### config.mk
export PLATFORM = sky130hd
export DESIGN_NAME = vtp_pixel_gen
export DESIGN_NICKNAME = d
export VERILOG_FILES = /design/src/rtl/vtp_pkg.sv /design/src/rtl/vtp_ramp_acc.sv /design/src/rtl/vtp_scroll_seq.sv /design/src/rtl/vtp_color_sel.sv /design/src/rtl/vtp_pixel_gen.sv
export SDC_FILE = /design/constraint.sdc
export NUM_CORES = 1
export LEC_CHECK = 0
export BUFFER_PORTS_ARGS = -buffer_cell sky130_fd_sc_hd__buf_2
export CAP_MARGIN = 20
export CORE_MARGIN = 3
export CORE_UTILIZATION = 45
export DETAILED_ROUTE_END_ITERATION = 10
export GPL_ROUTABILITY_DRIVEN = 0
export HOLD_SLACK_MARGIN = 0.05
export PLACE_DENSITY_LB_ADDON = 0.15
export SLEW_MARGIN = 10
export SYNTH_ARGS = -nofsm -noshare
export SYNTH_HDL_FRONTEND = slang
export SYNTH_SLANG_ARGS = --single-unit
export TNS_END_PERCENT = 5
### constraint.sdc
create_clock -name clk -period 3.8 [get_ports clk]
set_clock_uncertainty 0.05 [all_clocks]
set_input_delay 0.57 -clock clk [delete_from_list [all_inputs] [get_ports clk]]
set_output_delay 0.57 -clock clk [all_outputs]
set_load 0.02 [all_outputs]
### src/rtl/vtp_pkg.sv
package vtp_pkg;
  typedef logic [23:0] rgb_t;

  localparam rgb_t C_WHITE   = 24'hFFFFFF;
  localparam rgb_t C_BLACK   = 24'h000000;
  localparam rgb_t C_RED     = 24'hFF0000;
  localparam rgb_t C_GREEN   = 24'h00FF00;
  localparam rgb_t C_BLUE    = 24'h0000FF;
  localparam rgb_t C_YELLOW  = 24'hFFFF00;
  localparam rgb_t C_CYAN    = 24'h00FFFF;
  localparam rgb_t C_MAGENTA = 24'hFF00FF;

  localparam rgb_t DEPTH18_KEEP = 24'hFCFCFC;

  typedef enum logic [3:0] {
    PC_CHECKER = 4'd0,  PC_WHITE  = 4'd1,  PC_BLACK  = 4'd2,  PC_RED    = 4'd3,
    PC_GREEN   = 4'd4,  PC_BLUE   = 4'd5,  PC_HGRAY  = 4'd6,  PC_HRED   = 4'd7,
    PC_HGREEN  = 4'd8,  PC_HBLUE  = 4'd9,  PC_VGRAY  = 4'd10, PC_VRED   = 4'd11,
    PC_VGREEN  = 4'd12, PC_VBLUE  = 4'd13, PC_CUSTOM = 4'd14, PC_BANDED = 4'd15
  } pat_code_e;

  function automatic rgb_t bar_color(input logic [2:0] idx);
    case (idx)
      3'd0:    bar_color = C_WHITE;
      3'd1:    bar_color = C_YELLOW;
      3'd2:    bar_color = C_CYAN;
      3'd3:    bar_color = C_GREEN;
      3'd4:    bar_color = C_MAGENTA;
      3'd5:    bar_color = C_RED;
      3'd6:    bar_color = C_BLUE;
      default: bar_color = C_BLACK;
    endcase
  endfunction

  function automatic rgb_t band_color(input logic [1:0] idx);
    case (idx)
      2'd0:    band_color = C_YELLOW;
      2'd1:    band_color = C_CYAN;
      2'd2:    band_color = C_BLUE;
      default: band_color = C_RED;
    endcase
  endfunction
endpackage

### src/rtl/vtp_ramp_acc.sv
module vtp_ramp_acc #(
  parameter int CW = 12,
  parameter int LW = 8
) (
  input  logic          clk,
  input  logic          rst_n,
  input  logic          clr,
  input  logic          step,
  input  logic [LW:0]   levels,
  input  logic [CW-1:0] size,
  output logic [LW-1:0] level
);
  localparam int AW = CW + 1;

  logic [AW-1:0] acc;
  logic [AW-1:0] sum;
  logic [AW-1:0] size_w;

  // Remainder of position*levels/size; level rises by one per carry.
  assign sum    = acc + AW'(levels);
  assign size_w = AW'(size);

  always_ff @(posedge clk or negedge rst_n) begin
    if (!rst_n) begin
      acc   <= '0;
      level <= '0;
    end else if (clr) begin
      acc   <= '0;
      level <= '0;
    end else if (step) begin
      if (sum >= size_w) begin
        acc   <= sum - size_w;
        level <= level + 1'b1;
      end else begin
        acc   <= sum;
      end
    end
  end
endmodule

### src/rtl/vtp_scroll_seq.sv
module vtp_scroll_seq #(
  parameter int FTW = 8
) (
  input  logic           clk,
  input  logic           rst_n,
  input  logic           frame_start,
  input  logic           scroll_en,
  input  logic [3:0]     sel,
  input  logic [FTW-1:0] frames,
  input  logic [15:0]    mask,
  output logic [3:0]     code
);
  logic [FTW-1:0] cnt;
  logic [FTW:0]   cnt_inc;
  logic [FTW:0]   limit;
  logic [3:0]     nxt;
  logic           found;

  assign cnt_inc = {1'b0, cnt} + 1'b1;
  assign limit   = (frames == '0) ? (FTW+1)'(1) : {1'b0, frames};

  // Next enabled code above the current one, wrapping; holds on empty mask.
  always_comb begin
    nxt   = code;
    found = 1'b0;
    for (int i = 1; i <= 16; i++) begin
      if (!found && mask[4'(code + 4'(i))]) begin
        nxt   = code + 4'(i);
        found = 1'b1;
      end
    end
  end

  always_ff @(posedge clk or negedge rst_n) begin
    if (!rst_n) begin
      code <= 4'd0;
      cnt  <= '0;
    end else if (frame_start) begin
      if (!scroll_en) begin
        code <= sel;
        cnt  <= '0;
      end else if (cnt_inc >= limit) begin
        code <= nxt;
        cnt  <= '0;
      end else begin
        cnt  <= cnt_inc[FTW-1:0];
      end
    end
  end
endmodule

### src/rtl/vtp_color_sel.sv
module vtp_color_sel
  import vtp_pkg::*;
(
  input  logic [3:0] code,
  input  logic       bars_en,
  input  logic       band_rev,
  input  logic       chk_custom,
  input  rgb_t       custom_rgb,
  input  logic       parity,
  input  logic [1:0] band,
  input  logic [7:0] hval,
  input  logic [7:0] vval,
  input  logic [2:0] bar,
  output rgb_t       rgb
);
  logic [1:0] band_idx;
  assign band_idx = band_rev ? ~band : band;

  always_comb begin
    if (bars_en) begin
      rgb = bar_color(bar);
    end else begin
      case (pat_code_e'(code))
        PC_CHECKER: rgb = parity ? C_BLACK : (chk_custom ? custom_rgb : C_WHITE);
        PC_WHITE:   rgb = C_WHITE;
        PC_BLACK:   rgb = C_BLACK;
        PC_RED:     rgb = C_RED;
        PC_GREEN:   rgb = C_GREEN;
        PC_BLUE:    rgb = C_BLUE;
        PC_HGRAY:   rgb = {hval, hval, hval};
        PC_HRED:    rgb = {hval, 8'h00, 8'h00};
        PC_HGREEN:  rgb = {8'h00, hval, 8'h00};
        PC_HBLUE:   rgb = {8'h00, 8'h00, hval};
        PC_VGRAY:   rgb = {vval, vval, vval};
        PC_VRED:    rgb = {vval, 8'h00, 8'h00};
        PC_VGREEN:  rgb = {8'h00, vval, 8'h00};
        PC_VBLUE:   rgb = {8'h00, 8'h00, vval};
        PC_CUSTOM:  rgb = custom_rgb;
        default:    rgb = parity ? C_BLACK : band_color(band_idx);
      endcase
    end
  end
endmodule

### src/rtl/vtp_pixel_gen.sv
module vtp_pixel_gen
  import vtp_pkg::*;
#(
  parameter int CW  = 12,
  parameter int FTW = 8
) (
  input  logic           clk,
  input  logic           rst_n,
  input  logic           de,
  input  logic           hsync,
  input  logic           vsync,
  input  logic [CW-1:0]  col,
  input  logic [CW-1:0]  row,
  input  logic [CW-1:0]  act_w,
  input  logic [CW-1:0]  act_h,
  input  logic [3:0]     pat_sel,
  input  logic           bars_en,
  input  logic           band_rev,
  input  logic           chk_scale,
  input  logic           chk_custom,
  input  logic           depth18,
  input  logic           invert,
  input  logic           scroll_en,
  input  logic [FTW-1:0] scroll_frames,
  input  logic [15:0]    scroll_mask,
  input  logic [23:0]    custom_rgb,
  output logic           out_valid,
  output logic           out_hsync,
  output logic           out_vsync,
  output logic [23:0]    out_rgb
);
  localparam int LW = 8;

  logic          de_prev, vs_prev;
  logic          vs_rise, de_fall;
  logic [LW:0]   levels;
  logic [LW-1:0] hlev, vlev;
  logic [7:0]    hval, vval;
  logic [2:0]    bar;
  logic          parity;
  logic [1:0]    band;
  logic [3:0]    cur_code;
  rgb_t          base_rgb, shaded_rgb;
  logic          unused_coord;

  assign vs_rise = vsync & ~vs_prev;
  assign de_fall = de_prev & ~de;
  assign levels  = depth18 ? (LW+1)'(64) : (LW+1)'(256);

  vtp_ramp_acc #(.CW(CW), .LW(LW)) u_hramp (
    .clk(clk), .rst_n(rst_n), .clr(~de), .step(de),
    .levels(levels), .size(act_w), .level(hlev)
  );

  vtp_ramp_acc #(.CW(CW), .LW(LW)) u_vramp (
    .clk(clk), .rst_n(rst_n), .clr(vs_rise), .step(de_fall),
    .levels(levels), .size(act_h), .level(vlev)
  );

  vtp_scroll_seq #(.FTW(FTW)) u_seq (
    .clk(clk), .rst_n(rst_n), .frame_start(vs_rise), .scroll_en(scroll_en),
    .sel(pat_sel), .frames(scroll_frames), .mask(scroll_mask), .code(cur_code)
  );

  // Level placement and bar index depend on the active depth.
  assign hval   = depth18 ? {hlev[5:0], 2'b00} : hlev;
  assign vval   = depth18 ? {vlev[5:0], 2'b00} : vlev;
  assign bar    = depth18 ? hlev[5:3] : hlev[7:5];
  assign parity = chk_scale ? (col[3] ^ row[3]) : (col[0] ^ row[0]);
  assign band   = chk_scale ? col[4:3] : col[1:0];
  assign unused_coord = ^{col[CW-1:5], col[2], row[CW-1:4], row[2:1]};

  vtp_color_sel u_color (
    .code(cur_code), .bars_en(bars_en), .band_rev(band_rev),
    .chk_custom(chk_custom), .custom_rgb(custom_rgb), .parity(parity),
    .band(band), .hval(hval), .vval(vval), .bar(bar), .rgb(base_rgb)
  );

  always_comb begin
    shaded_rgb = invert ? ~base_rgb : base_rgb;
    if (depth18) shaded_rgb = shaded_rgb & DEPTH18_KEEP;
  end

  always_ff @(posedge clk or negedge rst_n) begin
    if (!rst_n) begin
      de_prev   <= 1'b0;
      vs_prev   <= 1'b0;
      out_valid <= 1'b0;
      out_hsync <= 1'b0;
      out_vsync <= 1'b0;
      out_rgb   <= '0;
    end else begin
      de_prev   <= de;
      vs_prev   <= vsync;
      out_valid <= de;
      out_hsync <= hsync;
      out_vsync <= vsync;
      out_rgb   <= de ? shaded_rgb : '0;
    end
  end
endmodule

Word level (Yosys, flattened, before mapping)
Index checks and enable logic that the tools add are counted.
W data, S select, Z words.
{"block": "totals", "regBits": 81, "in_bits": 112, "out_inout_bits": 27, "wordCells": 218}
{"block": "classes", "n_addsub": 22, "order_cmp": 19, "eq_ne": 26, "mux": 95, "bitwise": 8, "reduce_logical": 38}
{"op": "$pmux W24 S15", "count": 1}
{"op": "$pmux W24 S7", "count": 1}
{"op": "$mux W24", "count": 6}
{"op": "$lt A4 B5 Y1 const B", "count": 16}
{"op": "$mux W8", "count": 10}
{"op": "$mux W4", "count": 18}
{"op": "$pmux W24 S3", "count": 1}
{"op": "$mux W13", "count": 5}
{"op": "$bmux W1 S4", "count": 16}
{"op": "$add A4 B4 Y4 const B", "count": 8}
{"op": "$mux W1", "count": 32}
{"op": "$eq A4 B4 Y1 const B", "count": 7}
{"op": "$add A13 B9 Y13", "count": 2}
{"op": "$ge A13 B12 Y1", "count": 2}
{"op": "$sub A13 B12 Y13", "count": 2}
{"op": "$not A24 Y24", "count": 1}
{"op": "$mux W18", "count": 1}
{"op": "$add A4 B3 Y4 const B", "count": 4}
{"op": "$add A8 B1 Y8 const B", "count": 2}
{"op": "$eq A4 B3 Y1 const B", "count": 4}
{"op": "$ne A16 B1 Y1 const B", "count": 1}
{"op": "$logic_and A1 B1 Y1", "count": 15}
{"op": "$logic_not A1 Y1", "count": 15}
{"op": "$add A8 B1 Y9 const B", "count": 1}
{"op": "26 further kinds", "count": 37}

Logic depth before layout (Yosys ltp)
Gate-level depths: netlist of run 1.
{"block": "logic_depth", "word_depth": 51, "mapped_depth": 19}

Hierarchy
A second synthesis of run 1 with hierarchy kept.
{"block": "hier_totals", "cells_unflattened": 1179, "area_unflattened_um2": 10074.7}
{"module": "vtp_ramp_acc", "n_inst": 2, "cells_per_inst": 271, "area_each_um2": 2230.9, "seq_area_each_um2": 525.5}
{"module": "vtp_scroll_seq", "n_inst": 1, "cells_per_inst": 341, "area_each_um2": 2981.6, "seq_area_each_um2": 300.3}
{"module": "vtp_pixel_gen", "n_inst": 1, "cells_per_inst": 108, "area_each_um2": 1322.5, "seq_area_each_um2": 675.6}
{"module": "vtp_color_sel", "n_inst": 1, "cells_per_inst": 188, "area_each_um2": 1308.8, "seq_area_each_um2": 0.0}

Least setup slack after synthesis of run 1
OpenSTA, ideal clock, no wires.
{"block": "synth_timing", "path_kind": "input-to-reg", "start": "in depth18", "end": "reg u_vramp.level[6]", "setup_time_ps": 78, "t_arrival_ps": 4438, "t_required_ps": 3672, "setup_slack_ps": -766, "path_stages": 17, "n_path_buf": 4, "cell_sequence": "clkbuf_1 buf_1 inv_1 ha_1 a31oi_1 nor2_1 xor2_1 ha_1 nand4_1 nor3_1 or3_1 a31oi_1 o21a_1 clkbuf_1 clkbuf_1 o21ai_0 a21oi_1"}
{"block": "synth_via", "elab_chain_cells": 5}
{"item": "start: declaration", "line": "vtp_pixel_gen.sv:21", "text": "input logic depth18,"}
{"item": "$mux W9", "line": "vtp_pixel_gen.sv:48", "text": "assign levels = depth18 ? (LW+1)'(64) : (LW+1)'(256);"}
{"item": "$add A13 B9 Y13", "line": "vtp_ramp_acc.sv:20", "text": "assign sum = acc + AW'(levels);"}
{"item": "$ge A13 B12 Y1", "line": "vtp_ramp_acc.sv:31", "text": "if (sum >= size_w) begin"}
{"item": "$reduce_bool A2 Y1 (no source line)"}
{"item": "$reduce_and A2 Y1 (no source line)"}
{"item": "end signal: assignment", "line": "vtp_ramp_acc.sv:33", "text": "level <= level + 1'b1;"}
{"item": "end: declaration", "line": "vtp_ramp_acc.sv:11", "text": "output logic [LW-1:0] level"}
No other way between the ends.
A chain may end at the register's enable or synchronous reset.

Worst setup path in the final report of run 1
{"block": "layout_timing", "start": "reg u_seq.code[0]", "end": "reg u_seq.code[1]"}
{"block": "layout_via", "elab_chain_cells": 50}
{"item": "start: declaration", "line": "vtp_scroll_seq.sv:11", "text": "output logic [3:0] code"}
{"item": "start signal: assignment", "line": "vtp_scroll_seq.sv:40", "text": "code <= sel;"}
{"item": "start signal: assignment", "line": "vtp_scroll_seq.sv:43", "text": "code <= nxt;"}
{"item": "$add A4 B1 Y4", "line": "vtp_scroll_seq.sv:27, vtp_scroll_seq.sv:28"}
{"item": "$bmux W1 S4", "line": "vtp_scroll_seq.sv:27", "text": "if (!found && mask[4'(code + 4'(i))]) begin"}
{"item": "$mux W1 (not written as such)", "line": "vtp_scroll_seq.sv:27"}
{"item": "$mux W1", "line": "vtp_scroll_seq.sv:27"}
{"item": "$logic_not A1 Y1", "line": "vtp_scroll_seq.sv:27"}
{"item": "$logic_and A1 B1 Y1", "line": "vtp_scroll_seq.sv:27"}
{"item": "$mux W1", "line": "vtp_scroll_seq.sv:27"}
{"item": "$logic_not A1 Y1", "line": "vtp_scroll_seq.sv:27"}
{"item": "[34 not listed]"}
{"item": "$mux W1", "line": "vtp_scroll_seq.sv:27"}
{"item": "$logic_not A1 Y1", "line": "vtp_scroll_seq.sv:27"}
{"item": "$logic_and A1 B1 Y1", "line": "vtp_scroll_seq.sv:27"}
{"item": "$mux W1", "line": "vtp_scroll_seq.sv:27"}
{"item": "$logic_not A1 Y1", "line": "vtp_scroll_seq.sv:27"}
{"item": "$logic_and A1 B1 Y1", "line": "vtp_scroll_seq.sv:27"}
{"item": "$ne A2 B2 Y1 (no source line)"}
{"item": "$reduce_and A4 Y1 (no source line)"}
Several ways; a longest one is shown, not always the timed one. The select of a mux whose other input is x is not followed.

==> results of run 1 <==
[routing by layer]
layer  track usage (%)  up-vias  wire [um]
met2              35.1      250      10100
met5                 0        -          0
met1              30.0     3728      10300
met3              3.44       47       1230
li1                  -     3998          -
met4              6.67        0        478
[sequential cells by signal (all words and copies together) (netlist names)]
register / cells
out_rgb: 24
u_hramp.acc: 13
u_vramp.acc: 13
u_hramp.level: 8
u_seq.cnt: 8
u_vramp.level: 8
u_seq.code: 4
out_hsync: 1
out_valid: 1
out_vsync: 1
[final timing paths]
check,cells after the start,from,slack (ns),to
hold reg to reg,2,u_vramp.acc[3]$_DFFE_PN0P_,0.44,u_vramp.acc[3]$_DFFE_PN0P_
hold / removal,1,rst_n,0.27,u_hramp.acc[5]$_DFFE_PN0P_
max in group asynchronous,2,rst_n,2.67,out_rgb[9]$_DFF_PN0_
setup reg to reg,12,u_seq.code[0]$_DFFE_PN0P_,0.20,u_seq.code[1]$_DFFE_PN0P_
min in group clk,1,hsync,0.29,out_hsync$_DFF_PN0_
setup / recovery,12,u_seq.code[0]$_DFFE_PN0P_,0.20,u_seq.code[1]$_DFFE_PN0P_
[cells in the final DEF, fill, tap and decap left out, types with 9 or more instances in the layout]
cell type and instances:
a31oi_1 33, or3_1 9, mux4_2 15, nand2_1 70, nor2_1 89, a21oi_1 78
mux2_2 12, buf_2 119, a21o_1 13, a22o_1 9, ha_1 57, inv_1 58
nand3_1 19, clkbuf_16 9, nor3_1 14, xnor2_1 25, dfrtp_1 79, xor2_1 48
buf_4 79, o22ai_1 23, o21ai_0 101, mux2i_1 40, nor2b_1 14
[worst reg2reg max path, cell delays in order, from the launching register on]
cell and delay, ns:
dfrtp_2 0.39, inv_1 0.09, ha_4 0.34, mux4_2 0.37, mux4_1 0.58, or3_1 0.48, nor3_4 0.27, nand2_1 0.10
o2111ai_1 0.15, nor3_2 0.12, a21oi_4 0.18, o21ai_2 0.08, mux2_4 0.29
[stage by stage]
stage | power, mW | area [sq um] | hold WS [ns] | TNS (ns)
2_1_floorplan | 6.42 | 8350 | 0.224 | -0.0324
3_3_place_gp | 8.66 | 9650 | 0.418 | 0
3_5_place_dp | 8.67 | 9650 | 0.424 | -0.281
4_1_cts | 9.51 | 9910 | 0.280 | 0
5_1_grt | 10.5 | 9930 | 0.280 | -0.0369
6_report | 9.63 | 9930 | 0.269 | 0
[power breakdown]
group	total, mW	internal (mW)	switching (mW)
Combinational	7.57	3.39	4.18
Sequential	1.29	1.12	0.175
Clock	0.773	0.434	0.338
[area by class of cell]
type                    count  area (sq um)
clock buffers              11           233
clock inverters             3          20.0
fillers                  1701          8100
inverters                  60           225
multi-input cells         813          5910
flip-flops and latches     81          2030
well taps                 229           287
repair buffers            200          1230
[repair_timing]
item | in CTS | in global routing
endpoints found under the setup margin | 2 | 6
pin swaps | 0 | 1
gates resized for setup | 1 | 6
[logic make-up after synthesis]
group | synth area share, %
and+or+nand+nor | 15.6
xor gates and xnor gates | 8.01
DFF | 24.4
muxes | 13.3
buffers and inverters | 5.01
adders and majority gates | 9.23
AOI/OAI and AO/OA | 24.5
==> impl_metrics.env, run 1 <==
export IMPL_synth_seq_cells=81
export IMPL_antenna_found_initial=0
export IMPL_ys_async_sr_fraction_pct=100
export IMPL_rows=49
export IMPL_core_area_sq_um=18000
export IMPL_tightest_slew_ns=0.850
export IMPL_end_kind="flop"
export IMPL_crit_required_ns=3.97
export IMPL_ios=139
export IMPL_nets=1337
export IMPL_ys_seq_area_share_pct=24.4
export IMPL_clk_latency_ns=0.34
export IMPL_cts_max_level=3
export IMPL_hold_viol=0
export IMPL_fmax_ghz=0.277
export IMPL_cts_buffers=9
export IMPL_final_core_util_pct=55.1
export IMPL_first_pass_iters=5
export IMPL_root_buffer="clkbuf_16"
export IMPL_hold_class="input port to async pin"
export IMPL_die_h_um=142
export IMPL_cp_slowest_cell="mux4_1"
export IMPL_synth_top_cell_area_share_pct=24.4
export IMPL_start_kind="flop"
export IMPL_vdd_ir_drop_worst_mv=0.578
export IMPL_start_util_pct=46.0
export IMPL_final_cells=1397
export IMPL_cts_sinks=81
export IMPL_drive_gt1_share_pct=22.7
export IMPL_rsz0062_at_grt="true"
export IMPL_crit_chain="inv_1, ha_4, mux4_2, mux4_1, or3_1, nor3_4, nand2_1, o2111ai_1, nor3_2, a21oi_4, o21ai_2, mux2_4"
export IMPL_p_leak_nw=4.70
export IMPL_synthFlopType="dfrtp_1"
export IMPL_synth_area_sq_um=8300
export IMPL_synth_edff_count=0
export IMPL_yosys_area_top_type="dfrtp_1"
export IMPL_final_antenna_net_count=0
export IMPL_first_iter_violations=631
export IMPL_antenna_cells=0
export IMPL_cts_tree="built"
export IMPL_setup_viol=0
export IMPL_crit_type="flop to flop"
export IMPL_path_max_fanout=8
export IMPL_grt_pass1_wl_um=36300
export IMPL_syn_nets=1170
export IMPL_post_place_ws_ns=-0.112
export IMPL_synthToLayoutAreaGrowth_pct=19.7
export IMPL_period_needed_ns=3.60
export IMPL_cts_setup_buffers=0
export IMPL_synthTopCellsByCount="o21ai_0, nor2_1, dfrtp_1"
export IMPL_slowest_delay_ns=0.58
export IMPL_drv_cap=0
export IMPL_slew_viol_final=0
export IMPL_ys_warn_count=0
export IMPL_critPathTopFamily="multiplexers"
export IMPL_synth_top_cells_by_area="dfrtp_1, ha_1, o21ai_0, xor2_1, mux2i_1"
export IMPL_wire_per_inst_um=15.8
export IMPL_numPortBuffers=120
export IMPL_routed_via_density=5.74
export IMPL_grt_max_degree=68
export IMPL_power_per_cell_area_nw_per_um2=970
export IMPL_grt_usage_pct=21.7
export IMPL_syn_instance_count=998
export IMPL_grt_pass1_vias=7639
export IMPL_post_route_drc_count=0
export IMPL_fp_dieW_um=142
export IMPL_syn_avg_cell_area_sq_um=8.31
export IMPL_dp_cells=1383
export IMPL_ctsLongestPathBuffers=2
export IMPL_worst_path_buf_inv=1
export IMPL_synthMostInstantiatedCell="o21ai_0"
export IMPL_die_area_sq_um=20100
export IMPL_path_clk_slew_ns=0.06
export IMPL_fin_ws_ns=0.195
export IMPL_fin_crit_sh_pct=94.9
export IMPL_crit_arrival_ns=3.78
export IMPL_via_count=8023
export IMPL_outcome="finished clean"
export IMPL_hpwlAfterDp_um=17300
export IMPL_relSlewSlack_pct=43.3
export IMPL_yosysUniqueCellTypes=80
export IMPL_cts_hold_buffers=0
export IMPL_grt_overflow_total=0
export IMPL_drt_total_wl_um=22000
Note: power is estimated with default switching activity, not from simulation.
==> run 2, diff against run 1 <==
RECOVER_POWER = 25   (was default)
==> run 2 against run 1 <==
- the flow now finishes with violations (capacitance limit, slew limit)
- worst setup slack is essentially flat
- total power about the same
- combinational power hardly changed
- sequential share of layout area is essentially flat
- wire length hardly changed
- die area unchanged
- first-iteration DRC count up 0.16%
- critical path depth is the same
- global-route usage unchanged
- non-clock buffer count unchanged
- sequential cell count unchanged
- largest cell class unchanged
- highest routed layer unchanged
==> impl_metrics.env, run 2 (synthesis results as in run 1) <==
export IMPL_mostFrequentLayoutCells="buf_2, o21ai_0, nor2_1"
export IMPL_grt_pass1_wl_um=36300
export IMPL_grt_max_degree=68
export IMPL_hold_slack_ns=0.292
export IMPL_path_clk_slew_ns=0.06
export IMPL_outcome="finished with violations"
export IMPL_start_util_pct=46.0
export IMPL_via_count=8023
export IMPL_setup_viol=0
export IMPL_cts_max_level=3
export IMPL_wire_per_inst_um=15.8
export IMPL_nets=1337
export IMPL_min_path_cells=1
export IMPL_path_max_fanout=8
export IMPL_fmax_ghz=0.277
export IMPL_hold_viol=0
export IMPL_min_to="out_hsync$_DFF_PN0_"
export IMPL_dp_cells=1383
export IMPL_fin_ws_ns=0.195
export IMPL_violations="capacitance limit, slew limit"
export IMPL_drv_cap=1
export IMPL_cts_buffers=9
export IMPL_final_cells=1397
export IMPL_placed_area_sq_um=9650
export IMPL_r2r_cells=12
export IMPL_root_buffer="clkbuf_16"
export IMPL_core_area_sq_um=18000
export IMPL_drive_gt1_share_pct=22.6
export IMPL_rsz0062_at_grt="true"
export IMPL_grt_overflow_total=0
export IMPL_first_pass_iters=5
export IMPL_r2r_start="u_seq.code[0]$_DFFE_PN0P_"
export IMPL_p_leak_nw=4.70
export IMPL_ctsLongestPathBuffers=2
export IMPL_post_route_drc_count=0
export IMPL_reg2reg_slack_ns=0.20
export IMPL_cts_sinks=81
export IMPL_slew_viol_final=68
export IMPL_r2r_end="u_seq.code[1]$_DFFE_PN0P_"
export IMPL_min_from="hsync"
export IMPL_largest_reg_flops=24
export IMPL_crit_arrival_ns=3.78
export IMPL_fin_area_sq_um=9930
export IMPL_end_kind="flop"
export IMPL_antenna_cells=0
export IMPL_nFillCells=1703
export IMPL_relSlewSlack_pct=-11.5
export IMPL_tightest_slew_ns=1.67
export IMPL_post_place_ws_ns=-0.112
export IMPL_rows=49
export IMPL_final_core_util_pct=55.1
export IMPL_antenna_found_initial=0
export IMPL_numPortBuffers=120
export IMPL_die_h_um=142
export IMPL_grt_usage_pct=21.7
export IMPL_ios=139
export IMPL_routed_via_density=5.74
export IMPL_grt_pass1_vias=7639
export IMPL_cts_tree="built"
export IMPL_power_per_cell_area_nw_per_um2=970
export IMPL_max_flop_register="out_rgb"
export IMPL_crit_required_ns=3.97
export IMPL_drt_total_wl_um=22000
export IMPL_hold_class="input port to flop"
export IMPL_synthToLayoutAreaGrowth_pct=19.6
export IMPL_crit_type="flop to flop"
export IMPL_die_area_sq_um=20100
export IMPL_vdd_ir_drop_worst_mv=0.578
export IMPL_fin_crit_sh_pct=94.9
export IMPL_fp_dieW_um=142
export IMPL_final_common_cell="buf_2"
export IMPL_final_antenna_net_count=0
export IMPL_hpwlAfterDp_um=17300
export IMPL_clk_latency_ns=0.34
export IMPL_start_kind="flop"
export IMPL_setup_tns_ns=0
export IMPL_power_mw=9.63
export IMPL_top_regs="out_rgb (24), u_hramp.acc (13), u_vramp.acc (13)"
export IMPL_period_needed_ns=3.60
export IMPL_cts_setup_buffers=0
export IMPL_first_iter_violations=632
-- run 2: final cells by class --
type	count	area (sq um)	area share, %
tap	229	287	2.89
multi-input combinational	813	5910	59.5
inverter	60	225	2.27
sequential	81	2030	20.4
clock buffer	11	233	2.34
clock inverter	3	20.0	0.202
timing repair buffer	200	1220	12.3
-- run 2: power breakdown --
part / switching [mW] / internal, mW / total, mW
sequential: 0.175 / 1.12 / 1.29
combinational: 4.18 / 3.39 / 7.57
clock: 0.338 / 0.434 / 0.773
-- run 2: worst max-delay path by stage --
| stage | from | to | slack (ns) | depth (start not counted) |
|---|---|---|---|---|
| 2_1_floorplan | u_seq.code[1]$_DFFE_PN0P_ | u_seq.code[1]$_DFFE_PN0P_ | -0.02 | 14 |
| 3_3_place_gp | depth18 | u_hramp.acc[12]$_DFF_PN0_ | 0.02 | 18 |
| 3_5_place_dp | depth18 | u_hramp.acc[12]$_DFF_PN0_ | -0.11 | 17 |
| 4_1_cts | u_seq.code[0]$_DFFE_PN0P_ | u_seq.code[1]$_DFFE_PN0P_ | 0.06 | 12 |
| 5_1_grt | depth18 | u_hramp.level[7]$_DFFE_PN0P_ | -0.03 | 17 |
| 6_report | u_seq.code[0]$_DFFE_PN0P_ | u_seq.code[1]$_DFFE_PN0P_ | 0.20 | 12 |
-- run 2: repair_timing --
action	4_1_cts	5_1_grt
hold buffers	0	0
endpoints found under the setup margin	2	6
endpoints found under the hold margin	0	0
gates cloned	0	0
pin swaps	0	1
resized for setup	1	6
-- run 2: metal layers --
| layer | wire (um) | vias up | GRT usage, % | share of wire (%) |
|---|---|---|---|---|
| li1 | - | 3998 | - | - |
| met1 | 10300 | 3728 | 30.0 | 47 |
| met2 | 10100 | 250 | 35.1 | 46 |
| met3 | 1230 | 47 | 3.44 | 5.6 |
| met4 | 478 | 0 | 6.67 | 2.2 |
| met5 | 0 | - | 0 | 0 |
-- run 2: critical path, stage by stage (launching register included) --
cell and delay (ns):
dfrtp_2 0.39, inv_1 0.09, ha_4 0.34, mux4_2 0.36, mux4_1 0.58, or3_1 0.48
nor3_4 0.27, nand2_1 0.10, o2111ai_1 0.15, nor3_2 0.12, a21oi_4 0.18, o21ai_2 0.08
mux2_4 0.29
==> run 3, diff against run 2 <==
PLACE_DENSITY = 0.67   (was default)
PLACE_DENSITY_LB_ADDON = default   (was 0.15)
==> run 3 against run 2 <==
- the run still ends with capacitance limit, slew limit left
- global-route usage rose by 0.39 points
- sequential cell count did not move
- wire length rose by 2.5%
- clock-buffer cell count fell by 1
- largest cell class unchanged
==> impl_metrics.env, run 3 (synthesis results as in run 1) <==
export IMPL_cts_setup_buffers=0
export IMPL_max_flop_register="out_rgb"
export IMPL_cts_max_level=3
export IMPL_drv_cap=1
export IMPL_outcome="finished with violations"
export IMPL_nFillCells=1696
export IMPL_hpwlAfterDp_um=17700
export IMPL_final_antenna_net_count=0
export IMPL_crit_arrival_ns=3.86
export IMPL_fin_area_sq_um=9950
export IMPL_r2r_start="u_seq.code[0]$_DFFE_PN0P_"
export IMPL_relSlewSlack_pct=-10.4
export IMPL_top_regs="out_rgb (24), u_hramp.acc (13), u_vramp.acc (13)"
export IMPL_path_clk_slew_ns=0.07
export IMPL_ctsLongestPathBuffers=2
export IMPL_die_h_um=142
export IMPL_antenna_cells=0
export IMPL_core_area_sq_um=18000
export IMPL_power_mw=9.73
export IMPL_dp_cells=1379
export IMPL_hold_class="input port to flop"
export IMPL_grt_pass1_vias=7662
export IMPL_largest_reg_flops=24
export IMPL_r2r_cells=13
export IMPL_grt_max_degree=82
export IMPL_path_common_cell="nand2_1"
export IMPL_critPathTopFamily="simple AND/OR/NAND/NOR gates"
export IMPL_slowest_delay_ns=0.61
export IMPL_reg2reg_slack_ns=0.11
export IMPL_first_pass_iters=5
export IMPL_path_max_fanout=16
export IMPL_end_kind="flop"
export IMPL_final_cells=1396
export IMPL_grt_overflow_total=0
export IMPL_final_common_cell="buf_2"
export IMPL_crit_required_ns=3.97
export IMPL_vdd_ir_drop_worst_mv=0.547
export IMPL_numPortBuffers=120
export IMPL_via_count=8150
export IMPL_nets=1334
export IMPL_slew_viol_final=33
export IMPL_setup_viol=0
export IMPL_mostFrequentLayoutCells="buf_2, o21ai_0, nor2_1"
export IMPL_root_buffer="clkbuf_16"
export IMPL_setup_tns_ns=0
export IMPL_post_place_ws_ns=-0.0829
export IMPL_rows=49
export IMPL_fmax_ghz=0.271
export IMPL_period_needed_ns=3.69
export IMPL_fin_crit_sh_pct=97.2
export IMPL_synthToLayoutAreaGrowth_pct=19.9
export IMPL_grt_pass1_wl_um=37100
export IMPL_cp_slowest_cell="mux4_2"
export IMPL_power_per_cell_area_nw_per_um2=977
export IMPL_cts_sinks=81
export IMPL_min_from="hsync"
export IMPL_final_core_util_pct=55.2
export IMPL_min_path_cells=1
export IMPL_placed_area_sq_um=9600
export IMPL_start_util_pct=46.0
export IMPL_start_kind="flop"
export IMPL_cp_startpoint="u_seq.code[0]$_DFFE_PN0P_"
export IMPL_grt_usage_pct=22.1
export IMPL_cts_buffers=9
export IMPL_clk_latency_ns=0.34
export IMPL_drt_total_wl_um=22600
export IMPL_path_depth=13
export IMPL_min_to="out_hsync$_DFF_PN0_"
export IMPL_fin_ws_ns=0.106
export IMPL_p_leak_nw=4.71
export IMPL_tightest_slew_ns=1.66
export IMPL_hold_viol=0
export IMPL_post_route_drc_count=0
export IMPL_ios=139
export IMPL_first_iter_violations=527
export IMPL_violations="capacitance limit, slew limit"
export IMPL_crit_type="flop to flop"
export IMPL_routed_via_density=5.84
export IMPL_drive_gt1_share_pct=22.7
export IMPL_crit_chain="buf_6, buf_4, nand2_1, xnor2_2, mux4_2, or3_1, nor3_4, nand2_1, o2111ai_1, nor3_2, a21oi_4, o21ai_2, mux2_4"
export IMPL_fp_dieW_um=142
export IMPL_antenna_found_initial=0
export IMPL_wire_per_inst_um=16.2
export IMPL_r2r_end="u_seq.code[1]$_DFFE_PN0P_"
export IMPL_hold_slack_ns=0.283
export IMPL_die_area_sq_um=20100
export IMPL_worst_path_buf_inv=2
export IMPL_cts_tree="built"
run 3: changes by cell type in the layout (fill, tap and decap cells not counted), moves of 2 or more:
cell and change:
buf_4 -4, inv_6 +3, xnor2_1 -3, xnor2_2 +3, buf_12 -2, buf_6 +2
run 3: per-layer routing:
metal	part of all wire, %	vias to the layer above	track usage (%)
met5	0	-	0
met4	1.4	0	5.25
met3	6.1	29	2.97
met2	47	295	35.7
met1	46	3831	31.5
li1	-	3995	-
run 3: final cells by class:
type / count / area (sq um) / share of cell area, %
Tap cell: 229 / 287 / 2.88
Sequential cell: 81 / 2030 / 20.4
Timing Repair Buffer: 197 / 1180 / 11.9
Inverter: 60 / 225 / 2.26
Multi-Input combinational cell: 813 / 5920 / 59.5
Clock inverter: 6 / 71.3 / 0.717
Clock buffer: 10 / 239 / 2.40
run 3: what timing repair did:
| item | CTS | global route |
|---|---|---|
| cloned | 0 | 0 |
| endpoints found under the setup margin | 1 | 4 |
| hold buffers | 0 | 0 |
| gates resized for setup | 2 | 8 |
run 3: how the worst max path moves through the flow:
| stage | slack, ns | endpoint |
|---|---|---|
| 6_report | 0.11 | u_seq.code[1]$_DFFE_PN0P_ |
| 5_1_grt | -0.02 | u_seq.code[1]$_DFFE_PN0P_ |
| 4_1_cts | 0.01 | u_seq.code[1]$_DFFE_PN0P_ |
| 3_5_place_dp | -0.08 | u_seq.code[1]$_DFFE_PN0P_ |
| 3_3_place_gp | -0.01 | u_seq.code[1]$_DFFE_PN0P_ |
| 2_1_floorplan | -0.02 | u_seq.code[1]$_DFFE_PN0P_ |
run 3: power breakdown:
group          total (mW)  switching (mW)  internal [mW]
registers            1.28           0.165           1.12
clock network       0.917           0.383          0.534
logic                7.53            4.20           3.33
total                9.73            4.75           4.98
